$ cat config.mk
export PLATFORM = sky130hd
export DESIGN_NAME = consent_gate
export DESIGN_NICKNAME = d
export VERILOG_FILES = /design/src/rtl/consent_pkg.sv /design/src/rtl/btn_conditioner.sv /design/src/rtl/tick_timer.sv /design/src/rtl/consent_fsm.sv /design/src/rtl/consent_gate.sv
export SDC_FILE = /design/constraint.sdc
export NUM_CORES = 1
export LEC_CHECK = 0
export ABC_AREA = 1
export BUFFER_PORTS_ARGS = -buffer_cell sky130_fd_sc_hd__buf_2
export CAP_MARGIN = 25
export CORE_MARGIN = 4
export CORE_UTILIZATION = 49
export CTS_CLUSTER_SIZE = 30
export DETAILED_ROUTE_END_ITERATION = 8
export GPL_TIMING_DRIVEN = 1
export HOLD_SLACK_MARGIN = 0.03
export PLACE_DENSITY = 0.69
export SLEW_MARGIN = 10
export SYNTH_ARGS = -nofsm -noshare
export SYNTH_HDL_FRONTEND = slang
export SYNTH_HIERARCHICAL = 1
export SYNTH_SLANG_ARGS = --single-unit
$ cat constraint.sdc
create_clock -name clk -period 3.9 [get_ports clk]
set_input_delay 0.78 -clock clk [delete_from_list [all_inputs] [get_ports clk]]
set_output_delay 0.78 -clock clk [all_outputs]
set_load 0.02 [all_outputs]
$ cat src/rtl/consent_pkg.sv
package consent_pkg;

    localparam int OP_W = 3;

    localparam logic [OP_W-1:0] OP_SIGN    = 3'd1;
    localparam logic [OP_W-1:0] OP_DECRYPT = 3'd2;

    typedef enum logic [0:0] {
        GS_IDLE = 1'b0,
        GS_HELD = 1'b1
    } gate_state_e;

    typedef struct packed {
        logic            fwd;
        logic [OP_W-1:0] op;
    } decision_t;

    function automatic logic needs_consent(input logic [OP_W-1:0] op);
        return (op == OP_SIGN) || (op == OP_DECRYPT);
    endfunction

endpackage

$ cat src/rtl/btn_conditioner.sv
module btn_conditioner #(
    parameter int DEB_CYC = 16
) (
    input  logic clk,
    input  logic rst,
    input  logic raw,
    output logic level,
    output logic press
);
    localparam int CW = (DEB_CYC > 1) ? $clog2(DEB_CYC) : 1;
    localparam logic [CW-1:0] CMAX = CW'(DEB_CYC - 1);

    logic          sync_a, sync_b;
    logic [CW-1:0] stab_cnt;
    logic          lvl_q, lvl_d1;

    always_ff @(posedge clk) begin
        if (rst) begin
            sync_a   <= 1'b0;
            sync_b   <= 1'b0;
            stab_cnt <= '0;
            lvl_q    <= 1'b0;
            lvl_d1   <= 1'b0;
        end else begin
            sync_a <= raw;
            sync_b <= sync_a;
            lvl_d1 <= lvl_q;
            if (sync_b == lvl_q) begin
                stab_cnt <= '0;
            end else if (stab_cnt == CMAX) begin
                stab_cnt <= '0;
                lvl_q    <= sync_b;
            end else begin
                stab_cnt <= stab_cnt + 1'b1;
            end
        end
    end

    assign level = lvl_q;
    assign press = lvl_q & ~lvl_d1;


    level_follows_input_chk: assert property (@(posedge clk) disable iff (rst)
        (lvl_q != lvl_d1) |-> $past(sync_b != lvl_d1));

endmodule

$ cat src/rtl/tick_timer.sv
module tick_timer #(
    parameter int TMO_W       = 16,
    parameter int DEFAULT_TMO = 300
) (
    input  logic             clk,
    input  logic             rst,
    input  logic             start,
    input  logic             run,
    input  logic             tick,
    input  logic [TMO_W-1:0] limit_in,
    output logic             expired
);
    localparam logic [TMO_W-1:0] DEF_LIM = TMO_W'(DEFAULT_TMO);

    logic [TMO_W-1:0] cnt;
    logic [TMO_W-1:0] lim_q;

    assign expired = run && tick && ({1'b0, cnt} + 1'b1 >= {1'b0, lim_q});

    always_ff @(posedge clk) begin
        if (rst) begin
            cnt   <= '0;
            lim_q <= DEF_LIM;
        end else if (start) begin
            cnt   <= '0;
            lim_q <= (limit_in == '0) ? DEF_LIM : limit_in;
        end else if (run && tick && !expired) begin
            cnt <= cnt + 1'b1;
        end
    end


    count_below_limit_chk: assert property (@(posedge clk) disable iff (rst)
        run |-> (cnt < lim_q));

endmodule

$ cat src/rtl/consent_fsm.sv
module consent_fsm
    import consent_pkg::*;
(
    input  logic            clk,
    input  logic            rst,
    input  logic            req_valid,
    input  logic [OP_W-1:0] req_op,
    input  logic            ok_press,
    input  logic            no_press,
    input  logic            expired,
    output logic            req_ready,
    output logic            tmr_start,
    output logic            held,
    output logic            led_denied,
    output decision_t       dec,
    output logic            dec_valid
);
    gate_state_e     state;
    logic [OP_W-1:0] held_op;
    logic            accept;
    logic            deny_now;
    logic            fwd_now;

    assign req_ready = (state == GS_IDLE);
    assign held      = (state == GS_HELD);
    assign accept    = req_valid && req_ready;
    assign tmr_start = accept && needs_consent(req_op);
    assign deny_now  = held && (no_press || expired);
    assign fwd_now   = held && ok_press && !deny_now;

    always_ff @(posedge clk) begin
        if (rst) begin
            state      <= GS_IDLE;
            held_op    <= '0;
            led_denied <= 1'b0;
            dec        <= '0;
            dec_valid  <= 1'b0;
        end else begin
            dec_valid <= 1'b0;
            if (accept) begin
                led_denied <= 1'b0;
                if (needs_consent(req_op)) begin
                    state   <= GS_HELD;
                    held_op <= req_op;
                end else begin
                    dec_valid <= 1'b1;
                    dec.fwd   <= 1'b1;
                    dec.op    <= req_op;
                end
            end else if (deny_now) begin
                state      <= GS_IDLE;
                led_denied <= 1'b1;
                dec_valid  <= 1'b1;
                dec.fwd    <= 1'b0;
                dec.op     <= held_op;
            end else if (fwd_now) begin
                state     <= GS_IDLE;
                dec_valid <= 1'b1;
                dec.fwd   <= 1'b1;
                dec.op    <= held_op;
            end
        end
    end


    reject_denies_chk: assert property (@(posedge clk) disable iff (rst)
        (held && no_press) |=> (dec_valid && !dec.fwd && led_denied));


    approve_forwards_chk: assert property (@(posedge clk) disable iff (rst)
        (held && ok_press && !no_press && !expired) |=> (dec_valid && dec.fwd));

endmodule

$ cat src/rtl/consent_gate.sv
module consent_gate
    import consent_pkg::*;
#(
    parameter int DEB_CYC       = 16,
    parameter int TMO_W         = 16,
    parameter int TICKS_PER_SEC = 10,
    parameter int DEFAULT_SECS  = 30
) (
    input  logic             clk,
    input  logic             rst,
    input  logic             req_valid,
    input  logic [OP_W-1:0]  req_op,
    output logic             req_ready,
    input  logic             tick,
    input  logic [TMO_W-1:0] timeout_ticks,
    input  logic             btn_approve,
    input  logic             btn_reject,
    output logic             led_wait,
    output logic             led_denied,
    output logic             dec_valid,
    output logic             dec_fwd,
    output logic [OP_W-1:0]  dec_op
);
    localparam int DEFAULT_TMO = TICKS_PER_SEC * DEFAULT_SECS;
    localparam int NBTN = 2;

    logic [NBTN-1:0] raw_btn, btn_level, btn_press;
    logic            tmr_start, held, expired;
    decision_t       dec;

    assign raw_btn = {btn_reject, btn_approve};

    for (genvar b = 0; b < NBTN; b++) begin : g_btn
        btn_conditioner #(.DEB_CYC(DEB_CYC)) u_btn (
            .clk   (clk),
            .rst   (rst),
            .raw   (raw_btn[b]),
            .level (btn_level[b]),
            .press (btn_press[b])
        );
    end

    tick_timer #(.TMO_W(TMO_W), .DEFAULT_TMO(DEFAULT_TMO)) u_tmr (
        .clk      (clk),
        .rst      (rst),
        .start    (tmr_start),
        .run      (held),
        .tick     (tick),
        .limit_in (timeout_ticks),
        .expired  (expired)
    );

    consent_fsm u_fsm (
        .clk        (clk),
        .rst        (rst),
        .req_valid  (req_valid),
        .req_op     (req_op),
        .ok_press   (btn_press[0]),
        .no_press   (btn_press[1]),
        .expired    (expired),
        .req_ready  (req_ready),
        .tmr_start  (tmr_start),
        .held       (held),
        .led_denied (led_denied),
        .dec        (dec),
        .dec_valid  (dec_valid)
    );

    assign led_wait = held;
    assign dec_fwd  = dec.fwd;
    assign dec_op   = dec.op;


    passthrough_next_cycle_chk: assert property (@(posedge clk) disable iff (rst)
        (req_valid && req_ready && !needs_consent(req_op)) |=> (dec_valid && dec_fwd));


    sensitive_held_chk: assert property (@(posedge clk) disable iff (rst)
        (req_valid && req_ready && needs_consent(req_op)) |=> (led_wait && !req_ready && !dec_valid));


    both_buttons_deny_chk: assert property (@(posedge clk) disable iff (rst)
        (led_wait && btn_press[0] && btn_press[1]) |=> (dec_valid && !dec_fwd));


    decision_has_cause_chk: assert property (@(posedge clk) disable iff (rst)
        dec_valid |-> ($past(req_valid && req_ready) || $past(led_wait)));


    held_level_no_press_chk: assert property (@(posedge clk) disable iff (rst)
        $past(btn_level[0]) |-> !btn_press[0]);


    expiry_only_when_held_chk: assert property (@(posedge clk) disable iff (rst)
        expired |-> (led_wait && tick));

endmodule

==> results.json, run 1 <==
{
  "critPathTopFamily": "simple AND/OR/NAND/NOR gates",
  "clkTransAtPathRegs_ps": 70,
  "path_cells": "ha_1 -> nand3_2 -> nor2_2 -> nand2_1 -> nor2_1 -> xor2_1 -> inv_1 -> ha_1 -> nand2_1 -> inv_1 -> nand2_1 -> nor2_1 -> nand2_1 -> nand3_2 -> nor2_4 -> a21oi_1 -> nor2_1 -> nand2_1 -> nand2_1 -> nand3_1 -> nand2_1 -> nor2_1",
  "whs_path_depth": 2,
  "grt_pass1_vias": 2692,
  "ios": 33,
  "yosysUniqueCellTypes": 30,
  "whs_ps": 406.5,
  "ys_warn_count": 6,
  "max-clock-path-buffers": 2,
  "ant_nets": 0,
  "die_area_mm2": 0.007858,
  "clk_latency_ps": 340,
  "floorplan.initialDensity": 0.5019,
  "ys_seq_area_frac": 0.3644,
  "cts_setup_buffers": 0,
  "finalSetupViolCount": 0,
  "synth_top_area_frac": 0.3644,
  "worstRegToRegCells": 22,
  "drt-initial-drc-count": 137,
  "cpMaxStageDelayCell": "dfxtp_1",
  "design_area_mm2": 0.003636,
  "clock_skew_ps": 11.14,
  "startpoint_type": "register",
  "power_density_mw_per_mm2": 384.9,
  "cp.required_ps": 4140,
  "post-route-period-util": 0.8164,
  "vias": 2833,
  "critPathCaptureType": "register",
  "drive_above_1_share": 0.1535,
  "rows": 29,
  "cp_num_buf_inv": 2,
  "routed_wl_um": 6752,
  "dpl.hpwl_um": 5177,
  "fp.dieH_um": 88.65,
  "syn-cell-area_mm2": 0.003187,
  "cts-root-buf": "clkbuf_8",
  "synthesis.nets": 508,
  "placed_area_mm2": 0.003418,
  "drtPass1Iterations": 4,
  "rsz0062_at_grt": "no",
  "cts_resized": 0,
  "synth_most_common_cell": "nand2_1",
  "hold_viol_final": 0,
  "gp_congestion": 0.8797,
  "finalCoreUtilization": 0.5726,
  "worst-setup-path-type": "register to register",
  "globalRouteOverflowTotal": 0,
  "core_mm2": 0.006350,
  "diodes": 0,
  "tightest_slew_ps": 648.4,
  "fin_crit_ps": 3184,
  "ys_top_cells_by_count": "nand2_1 (100), inv_1 (91), nor2_1 (82)",
  "wl_per_cell_um": 11.54,
  "tns_ps": 0,
  "hold_path.class": "register to register",
  "drc": 0,
  "grt_pass1_wl_um": 11650,
  "area.growth.synth_to_final_pct": 14.10,
  "max_cap_viol_count": 0,
  "cts_buffers": 9,
  "grt_use_total": 0.1912,
  "synth-edff-count": 0,
  "max_stage_delay_ps": 400,
  "cts_tree": "done",
  "htreeDepth": 3,
  "postSynthCellCount": 464,
  "slew_headroom": 0.5662,
  "outcome": "complete, no violations",
  "yosys.area.top_type": "dfxtp_1",
  "nFillCells": 618,
  "arrival_ps": 3420,
  "ir_drop_v": 0.0002187,
  "critPathMaxFanout": 6,
  "cts.sinks": 58,
  "ys_async_sr_fraction": 0,
  "nets": 547,
  "synth_area_leaders": "dfxtp_1 (36%), nand2_1 (12%), inv_1 (11%), nor2_1 (9.7%), ha_1 (7.5%)",
  "slew_violations": 0,
  "grt_max_degree": 29,
  "vias_per_cell": 4.843,
  "p_leak_nw": 1.932,
  "synth-main-ff-cell": "dfxtp_1",
  "die_w_um": 88.65,
  "io_buffers": 32,
  "ys_seq_elements": 58,
  "cpMostUsedCell": "nand2_1",
  "syn_area_per_cell_um2": 6.868,
  "critical_path_depth": 22,
  "clock.fmax_ghz": 0.3141,
  "cts_hold_buf": 0,
  "antenna_found_initial": 0
}
-- worst min-delay path, stage by stage (launching register included) --
cell and delay (ps):
dfxtp_1 300, inv_1 40, nor2_1 30
-- where the power goes --
| group | switching (mW) | leakage [nW] | total [mW] | internal [mW] |
|---|---|---|---|---|
| logic | 0.106 | 1.35 | 0.165 | 0.0592 |
| clock network | 0.248 | 0.105 | 0.606 | 0.358 |
| registers | 0.0142 | 0.472 | 0.628 | 0.614 |
-- kinds of logic (layout without fill, tap and decap cells) --
family | Yosys count | after routing | synth area share
compound gates | 34 | 34 | 0.06243
xor+xnor | 14 | 14 | 0.03848
fa+ha+maj | 19 | 19 | 0.07460
buf+inv | 101 | 145 | 0.1233
flops | 58 | 58 | 0.3643
simple gates | 238 | 238 | 0.3369
-- metal layers --
layer  share of wire  global-route usage  wire length, um
met5               0                   0                0
met3           0.043             0.05121              293
met1            0.46              0.2281             3120
met4           0.012             0.07280               84
met2            0.48              0.3266             3254
-- through the flow --
step                cells  setup slack, ps  total power, mW
floorplan             464             1124           0.7578
global placement      569            853.9           0.8032
detailed placement    569            742.0           0.8066
CTS                   585            725.0            1.417
global route          585            413.1            1.472
finish                585            715.8            1.399
-- final timing paths --
check                                    from                                to  slack (ps)
max                 u_tmr/cnt[0]$_SDFFE_PP0P_         u_fsm/dec[2]$_SDFFE_PP0P_         720
min          g_btn[1].u_btn/sync_a$_SDFF_PP0_  g_btn[1].u_btn/sync_b$_SDFF_PP0_         410
max reg2reg         u_tmr/cnt[0]$_SDFFE_PP0P_         u_fsm/dec[2]$_SDFFE_PP0P_         720
min reg2reg  g_btn[1].u_btn/sync_a$_SDFF_PP0_  g_btn[1].u_btn/sync_b$_SDFF_PP0_         410
-- registers in the layout, indices dropped and copies added, names as in the netlist --
register / cells
g_btn.u_btn/level: 2
g_btn.u_btn/lvl_d1: 2
g_btn.u_btn/stab_cnt: 8
g_btn.u_btn/sync_a: 2
g_btn.u_btn/sync_b: 2
u_fsm/dec: 4
u_fsm/dec_valid: 1
u_fsm/held: 1
u_fsm/held_op: 3
u_fsm/led_denied: 1
u_tmr/cnt: 16
u_tmr/lim_q: 16
-- cells in the final DEF, fill, tap and decap left out --
cell type / instances
dfxtp_1: 58
nand3_4: 1
nand2_2: 10
nand2_4: 2
nor2_1: 82
inv_2: 4
a21oi_1: 10
clkinv_1: 1
clkbuf_8: 9
a22oi_1: 3
nand3_2: 8
a32oi_1: 1
nand4_1: 13
nor3_1: 5
a22o_1: 1
xnor2_1: 2
o21a_1: 2
bufinv_16: 2
nor4_1: 1
nor2_2: 2
ha_1: 19
inv_1: 91
clkinvlp_4: 2
xor2_1: 12
o21ai_0: 10
nand3_1: 12
nand2_1: 100
buf_2: 32
clkinv_4: 1
buf_4: 1
o22ai_1: 7
clkinv_2: 2
nor2_4: 2
-- layout make-up --
type	instances	area, um^2	share of cell area
clock buffers	9	123.9	0.03407
clock inverters	7	93.84	0.02581
inverters	96	360.3	0.09911
multi-input cells	305	1633	0.4491
flip-flops and latches	58	1161	0.3193
well taps	77	96.34	0.02650
repair buffers	33	167.7	0.04611
Power figures use the tool's default switching activity.
==> inputs of run 2 (changes only) <==
==> constraint.sdc (replaced) <==
create_clock -name clk -period 3.27 [get_ports clk]
set_input_delay 0.654 -clock clk [delete_from_list [all_inputs] [get_ports clk]]
set_output_delay 0.654 -clock clk [all_outputs]
set_load 0.02 [all_outputs]
==> run 2 against run 1 <==
Compared with the run above: sequential share of layout area is 0.31 points higher; sequential cell count unchanged; combinational power rose by 19%; global-route usage fell by 1.4 points.
==> results.json, run 2 (synthesis results as in run 1) <==
{
  "dp.cells": 570,
  "cp_num_buf_inv": 3,
  "stdcell_count": 586,
  "rows": 29,
  "max_stage_delay_ps": 360,
  "cts_setup_buffers": 0,
  "grt_pass1_vias": 2461,
  "critPathMaxFanout": 6,
  "clkTransAtPathRegs_ps": 70,
  "switching_power_uw": 429.9,
  "ir_drop_v": 0.0003767,
  "finalCoreUtilization": 0.5677,
  "routed_wl_um": 6446,
  "worst-setup-path-type": "register to register",
  "area.growth.synth_to_final_pct": 13.11,
  "critPathCaptureType": "register",
  "drive_above_1_share": 0.1591,
  "cp.required_ps": 3510,
  "startpoint_type": "register",
  "drt-initial-drc-count": 111,
  "globalRouteOverflowTotal": 0,
  "dpl.hpwl_um": 4962,
  "pwr-share-comb": 0.131,
  "hold_path.class": "register to register",
  "design_area_mm2": 0.003605,
  "die_area_mm2": 0.007858,
  "fin_crit_ps": 3037,
  "max-clock-path-buffers": 2,
  "tns_ps": 0,
  "grt_pass1_wl_um": 10720,
  "htreeDepth": 3,
  "cts_tree": "done",
  "diodes": 0,
  "gp_congestion": 0.8870,
  "ant_nets": 0,
  "path_cells": "ha_1 -> nand3_2 -> nor2_4 -> nand2_1 -> nor2_1 -> xor2_1 -> inv_1 -> ha_1 -> nand2_1 -> inv_1 -> nand2_1 -> nor2_1 -> nand2_1 -> nand3_2 -> nor2_4 -> a21oi_1 -> o21ai_0 -> nand3_1 -> nand2_2 -> nand2_1 -> nand2_1 -> inv_1",
  "finalSetupViolCount": 0,
  "rsz0062_at_grt": "no",
  "grt_use_total": 0.1769,
  "clk_latency_ps": 340,
  "tightest_slew_ps": 538.4,
  "slew_headroom": 0.6397,
  "hold_viol_final": 0,
  "cts_buffers": 9,
  "post-route-period-util": 0.9288,
  "io_buffers": 32,
  "vias": 2766,
  "final_common_cell": "nand2_1",
  "antenna_found_initial": 0,
  "placed_area_mm2": 0.003426,
  "outcome": "complete, no violations",
  "wl_per_cell_um": 11.00,
  "pwr-share-seq": 0.498,
  "cts_hold_buf": 0,
  "max_cap_viol_count": 0,
  "critPathTopFamily": "simple AND/OR/NAND/NOR gates",
  "clock.fmax_ghz": 0.3292,
  "power_frac_clock": 0.371,
  "whs_ps": 405.2,
  "die_w_um": 88.65,
  "cts.sinks": 58,
  "cpMaxStageDelayCell": "dfxtp_2",
  "nets": 548,
  "cts-root-buf": "clkbuf_8",
  "fp.dieH_um": 88.65,
  "clock_skew_ps": 6.914,
  "core_mm2": 0.006350,
  "floorplan.initialDensity": 0.5019,
  "power_density_mw_per_mm2": 417.3,
  "p_leak_nw": 1.914,
  "drtPass1Iterations": 4,
  "slew_violations": 0,
  "final_cell_mix": "nand2_1 (100), inv_1 (91), nor2_1 (81)",
  "vias_per_cell": 4.720,
  "reg.largest.list": "u_tmr/cnt x16, u_tmr/lim_q x16, g_btn.u_btn/stab_cnt x8",
  "arrival_ps": 3270,
  "swShare": 0.2858,
  "ios": 33,
  "p_int_mw": 1.074,
  "grt_max_degree": 29,
  "cpMostUsedCell": "nand2_1",
  "drc": 0
}
run 2: cell count changes in the layout (fill, tap and decap cells not counted), sizes merged:
| cell | delta |
|---|---|
| buf | +1 |
| bufinv | -2 |
| clkinv | +1 |
| clkinvlp | +1 |
run 2: tightest hold or removal path, delay by kind of cell, from the launching register on:
| family | cells | cell delay [ps] |
|---|---|---|
| flops | 1 | 300 |
| buf+inv | 1 | 40 |
| simple gates | 1 | 30 |
run 2: path summary, 6_finish.rpt:
| path | cells past startpoint | slack (ps) | start | endpoint |
|---|---|---|---|---|
| hold reg to reg | 2 | 410 | g_btn[0].u_btn/sync_a$_SDFF_PP0_ | g_btn[0].u_btn/sync_b$_SDFF_PP0_ |
| setup / recovery | 22 | 230 | u_tmr/cnt[0]$_SDFFE_PP0P_ | u_fsm/dec[3]$_SDFFE_PP0P_ |
| hold / removal | 2 | 410 | g_btn[0].u_btn/sync_a$_SDFF_PP0_ | g_btn[0].u_btn/sync_b$_SDFF_PP0_ |
| setup reg to reg | 22 | 230 | u_tmr/cnt[0]$_SDFFE_PP0P_ | u_fsm/dec[3]$_SDFFE_PP0P_ |
run 2: per-stage QoR:
step | setup slack, ps | power (mW)
finish | 232.8 | 1.504
global route | 10.39 | 1.589
detailed placement | 143.9 | 0.9605
floorplan | 493.6 | 0.9038
global placement | 237.8 | 0.9584
CTS | 135.2 | 1.528
run 2: power groups by stage:
stage               Sequential [mW]  Clock (mW)  Combinational (mW)
finish                        0.749       0.559               0.197
global route                  0.751       0.614               0.224
CTS                           0.748       0.583               0.197
detailed placement            0.764           0               0.196
global placement              0.764           0               0.194
floorplan                     0.768           0               0.135
run 2: cell type report:
class,count,area [um^2]
flip-flops and latches,58,1162
fillers,623,2745
repair buffers,34,175.2
inverters,96,360.3
multi-input cells,305,1640
clock buffers,9,123.9
well taps,77,96.34
clock inverters,7,46.29
run 2: metal layers:
layer / GRT usage / vias to the layer above / wire [um]
met5: 0 / - / 0
met4: 0.07005 / 0 / 133
met3: 0.04655 / 12 / 253
met2: 0.2901 / 39 / 2949
met1: 0.2207 / 1203 / 3109
li1: - / 1512 / -
run 2: repair_timing:
action,4_1_cts,5_1_grt
gates resized for setup,0,3
endpoints found under the setup margin,0,12
endpoints found under the hold margin,0,0
==> inputs of run 3 (changes only) <==
--- a/config.mk
+++ b/config.mk
@@ -12,6 +12,7 @@
 export CORE_UTILIZATION = 49
 export CTS_CLUSTER_SIZE = 30
 export DETAILED_ROUTE_END_ITERATION = 8
+export GPL_ROUTABILITY_DRIVEN = 1
 export GPL_TIMING_DRIVEN = 1
 export HOLD_SLACK_MARGIN = 0.03
 export PLACE_DENSITY = 0.69
==> constraint.sdc (replaced) <==
create_clock -name clk -period 3.8 [get_ports clk]
set_input_delay 0.76 -clock clk [delete_from_list [all_inputs] [get_ports clk]]
set_output_delay 0.76 -clock clk [all_outputs]
set_load 0.02 [all_outputs]
==> run 3 against run 2 <==
Compared with the run above: wire length is 2.3% higher; non-clock buffer count fell by 1; core utilization down 0.26 points; final cell count decreased by 0.17%; register-to-register slack better by 380 ps; clock skew is 0.77 ps higher; total power shrank 14%; critical path depth is the same; final area shrank 0.45%; sequential power decreased by 14%; sequential cell count unchanged; global-route usage increased by 0.71 points; largest cell class unchanged; largest power group unchanged; highest routed layer unchanged.
==> results.json, run 3 (synthesis results as in run 1) <==
{
  "outcome": "complete, no violations",
  "finalSetupViolCount": 0,
  "gp_congestion": 0.8796,
  "swShare": 0.2873,
  "cts_setup_buffers": 0,
  "startpoint_type": "register",
  "clkTransAtPathRegs_ps": 70,
  "cts.sinks": 58,
  "drt-initial-drc-count": 130,
  "diodes": 0,
  "r2r_slack_ps": 610,
  "pwr-share-seq": 0.497,
  "fin_crit_ps": 3187,
  "arrival_ps": 3410,
  "core_mm2": 0.006350,
  "ios": 33,
  "placed_area_mm2": 0.003418,
  "routed_wl_um": 6594,
  "cts_tree": "done",
  "grt_pass1_vias": 2583,
  "power_frac_clock": 0.372,
  "drc": 0,
  "power_density_mw_per_mm2": 361.3,
  "worstRegToRegCells": 22,
  "slew_violations": 0,
  "path_cells": "ha_1 -> nand3_2 -> nor2_2 -> nand2_1 -> nor2_1 -> xor2_1 -> inv_1 -> ha_1 -> nand2_1 -> inv_1 -> nand2_1 -> nor2_1 -> nand2_1 -> nand3_2 -> nor2_4 -> a21oi_1 -> nor2_1 -> nand2_1 -> nand2_1 -> nand3_1 -> nand2_1 -> nor2_1",
  "ant_nets": 0,
  "wl_per_cell_um": 11.27,
  "cts-root-buf": "clkbuf_8",
  "slew_headroom": 0.5920,
  "vias": 2791,
  "tightest_slew_ps": 609.7,
  "clock.fmax_ghz": 0.3137,
  "drive_above_1_share": 0.1535,
  "design_area_mm2": 0.003588,
  "pwr-share-comb": 0.131,
  "timing.rr.start": "u_tmr/cnt[0]$_SDFFE_PP0P_",
  "grt_max_degree": 29,
  "grt_use_total": 0.1840,
  "floorplan.initialDensity": 0.5019,
  "nets": 547,
  "p_int_uw": 924.1,
  "antenna_found_initial": 0,
  "critPathMaxFanout": 6,
  "p_leak_nw": 1.908,
  "vias_per_cell": 4.771,
  "hold_path.class": "register to register",
  "reg.largest.list": "u_tmr/cnt x16, u_tmr/lim_q x16, g_btn.u_btn/stab_cnt x8",
  "cts_buffers": 9,
  "hold_viol_final": 0,
  "critPathCaptureType": "register",
  "tns_ps": 0,
  "crit_end": "u_fsm/dec[2]$_SDFFE_PP0P_",
  "cp.required_ps": 4020,
  "max_stage_delay_ps": 390,
  "clock_skew_ps": 7.685,
  "globalRouteOverflowTotal": 0,
  "dpl.hpwl_um": 5064,
  "cpMostUsedCell": "nand2_1",
  "r2r_end": "u_fsm/dec[2]$_SDFFE_PP0P_",
  "cts_resized": 0,
  "worst-setup-path-type": "register to register",
  "drtPass1Iterations": 4,
  "clk_latency_ps": 330,
  "ir_drop_v": 0.0001838,
  "grt_pass1_wl_um": 11180,
  "die_area_mm2": 0.007858,
  "cts_hold_buf": 0,
  "area.growth.synth_to_final_pct": 12.60,
  "htreeDepth": 3,
  "post-route-period-util": 0.8388,
  "fp.dieH_um": 88.65,
  "cpMaxStageDelayCell": "dfxtp_1",
  "rsz0062_at_grt": "no",
  "final_common_cell": "nand2_1",
  "rows": 29,
  "io_buffers": 32,
  "die_w_um": 88.65,
  "max_cap_viol_count": 0,
  "final_cell_mix": "nand2_1 (100), inv_1 (91), nor2_1 (82)",
  "cp-startpoint": "u_tmr/cnt[0]$_SDFFE_PP0P_",
  "switching_power_uw": 372.5,
  "max-clock-path-buffers": 2
}
## run 3: power by group through the flow
stage          logic [mW]  registers (mW)  clock network [mW]
6_report            0.169           0.645               0.483
5_1_grt             0.194           0.647               0.531
4_1_cts             0.170           0.645               0.503
3_5_place_dp        0.169           0.658                   0
3_3_place_gp        0.166           0.658                   0
2_1_floorplan       0.117           0.661                   0
## run 3: cell type report
class	count	area, um^2
clock buffers	9	123.9
clock inverters	7	46.29
fillers	615	2761
inverters	96	360.3
multi-input cells	305	1633
flip-flops and latches	58	1161
well taps	77	96.34
repair buffers	33	167.7
## run 3: routing by layer
layer | up-vias | GRT usage | part of all wire
met5 | - | 0 | 0
met4 | 0 | 0.06593 | 0.013
met3 | 7 | 0.05121 | 0.045
met2 | 44 | 0.3057 | 0.47
met1 | 1237 | 0.2276 | 0.47
li1 | 1503 | - | -
## run 3: critical path, delay by kind of cell (launching register included)
family / cells / cell delay, ps
buf+inv: 2 / 140
fa+ha+maj: 2 / 510
compound gates: 1 / 110
flops: 1 / 390
simple gates: 16 / 1760
xor+xnor: 1 / 150
## run 3: metrics by stage
stage / util / setup WS, ps / total power, mW / cells / hold slack, ps
floorplan: - / 1024 / 0.7777 / 464 / 388.3
CTS: 0.5651 / 628.4 / 1.317 / 585 / 409.5
detailed placement: 0.5383 / 673.9 / 0.8270 / 569 / 400.3
global route: 0.5651 / 289.0 / 1.372 / 585 / 427.3
finish: 0.5651 / 612.6 / 1.297 / 585 / 406.4
global placement: 0.5383 / 753.9 / 0.8243 / 569 / 390.8
## run 3: worst min path at each step
stage / from / endpoint / slack, ps / depth (start not counted)
finish: g_btn[0].u_btn/sync_a$_SDFF_PP0_ / g_btn[0].u_btn/sync_b$_SDFF_PP0_ / 410 / 2
global route: g_btn[1].u_btn/sync_a$_SDFF_PP0_ / g_btn[1].u_btn/sync_b$_SDFF_PP0_ / 430 / 2
CTS: g_btn[0].u_btn/sync_a$_SDFF_PP0_ / g_btn[0].u_btn/sync_b$_SDFF_PP0_ / 410 / 2
detailed placement: g_btn[0].u_btn/sync_a$_SDFF_PP0_ / g_btn[0].u_btn/sync_b$_SDFF_PP0_ / 400 / 2
global placement: g_btn[1].u_btn/sync_a$_SDFF_PP0_ / g_btn[1].u_btn/sync_b$_SDFF_PP0_ / 390 / 2
floorplan: g_btn[0].u_btn/sync_a$_SDFF_PP0_ / g_btn[0].u_btn/sync_b$_SDFF_PP0_ / 390 / 2
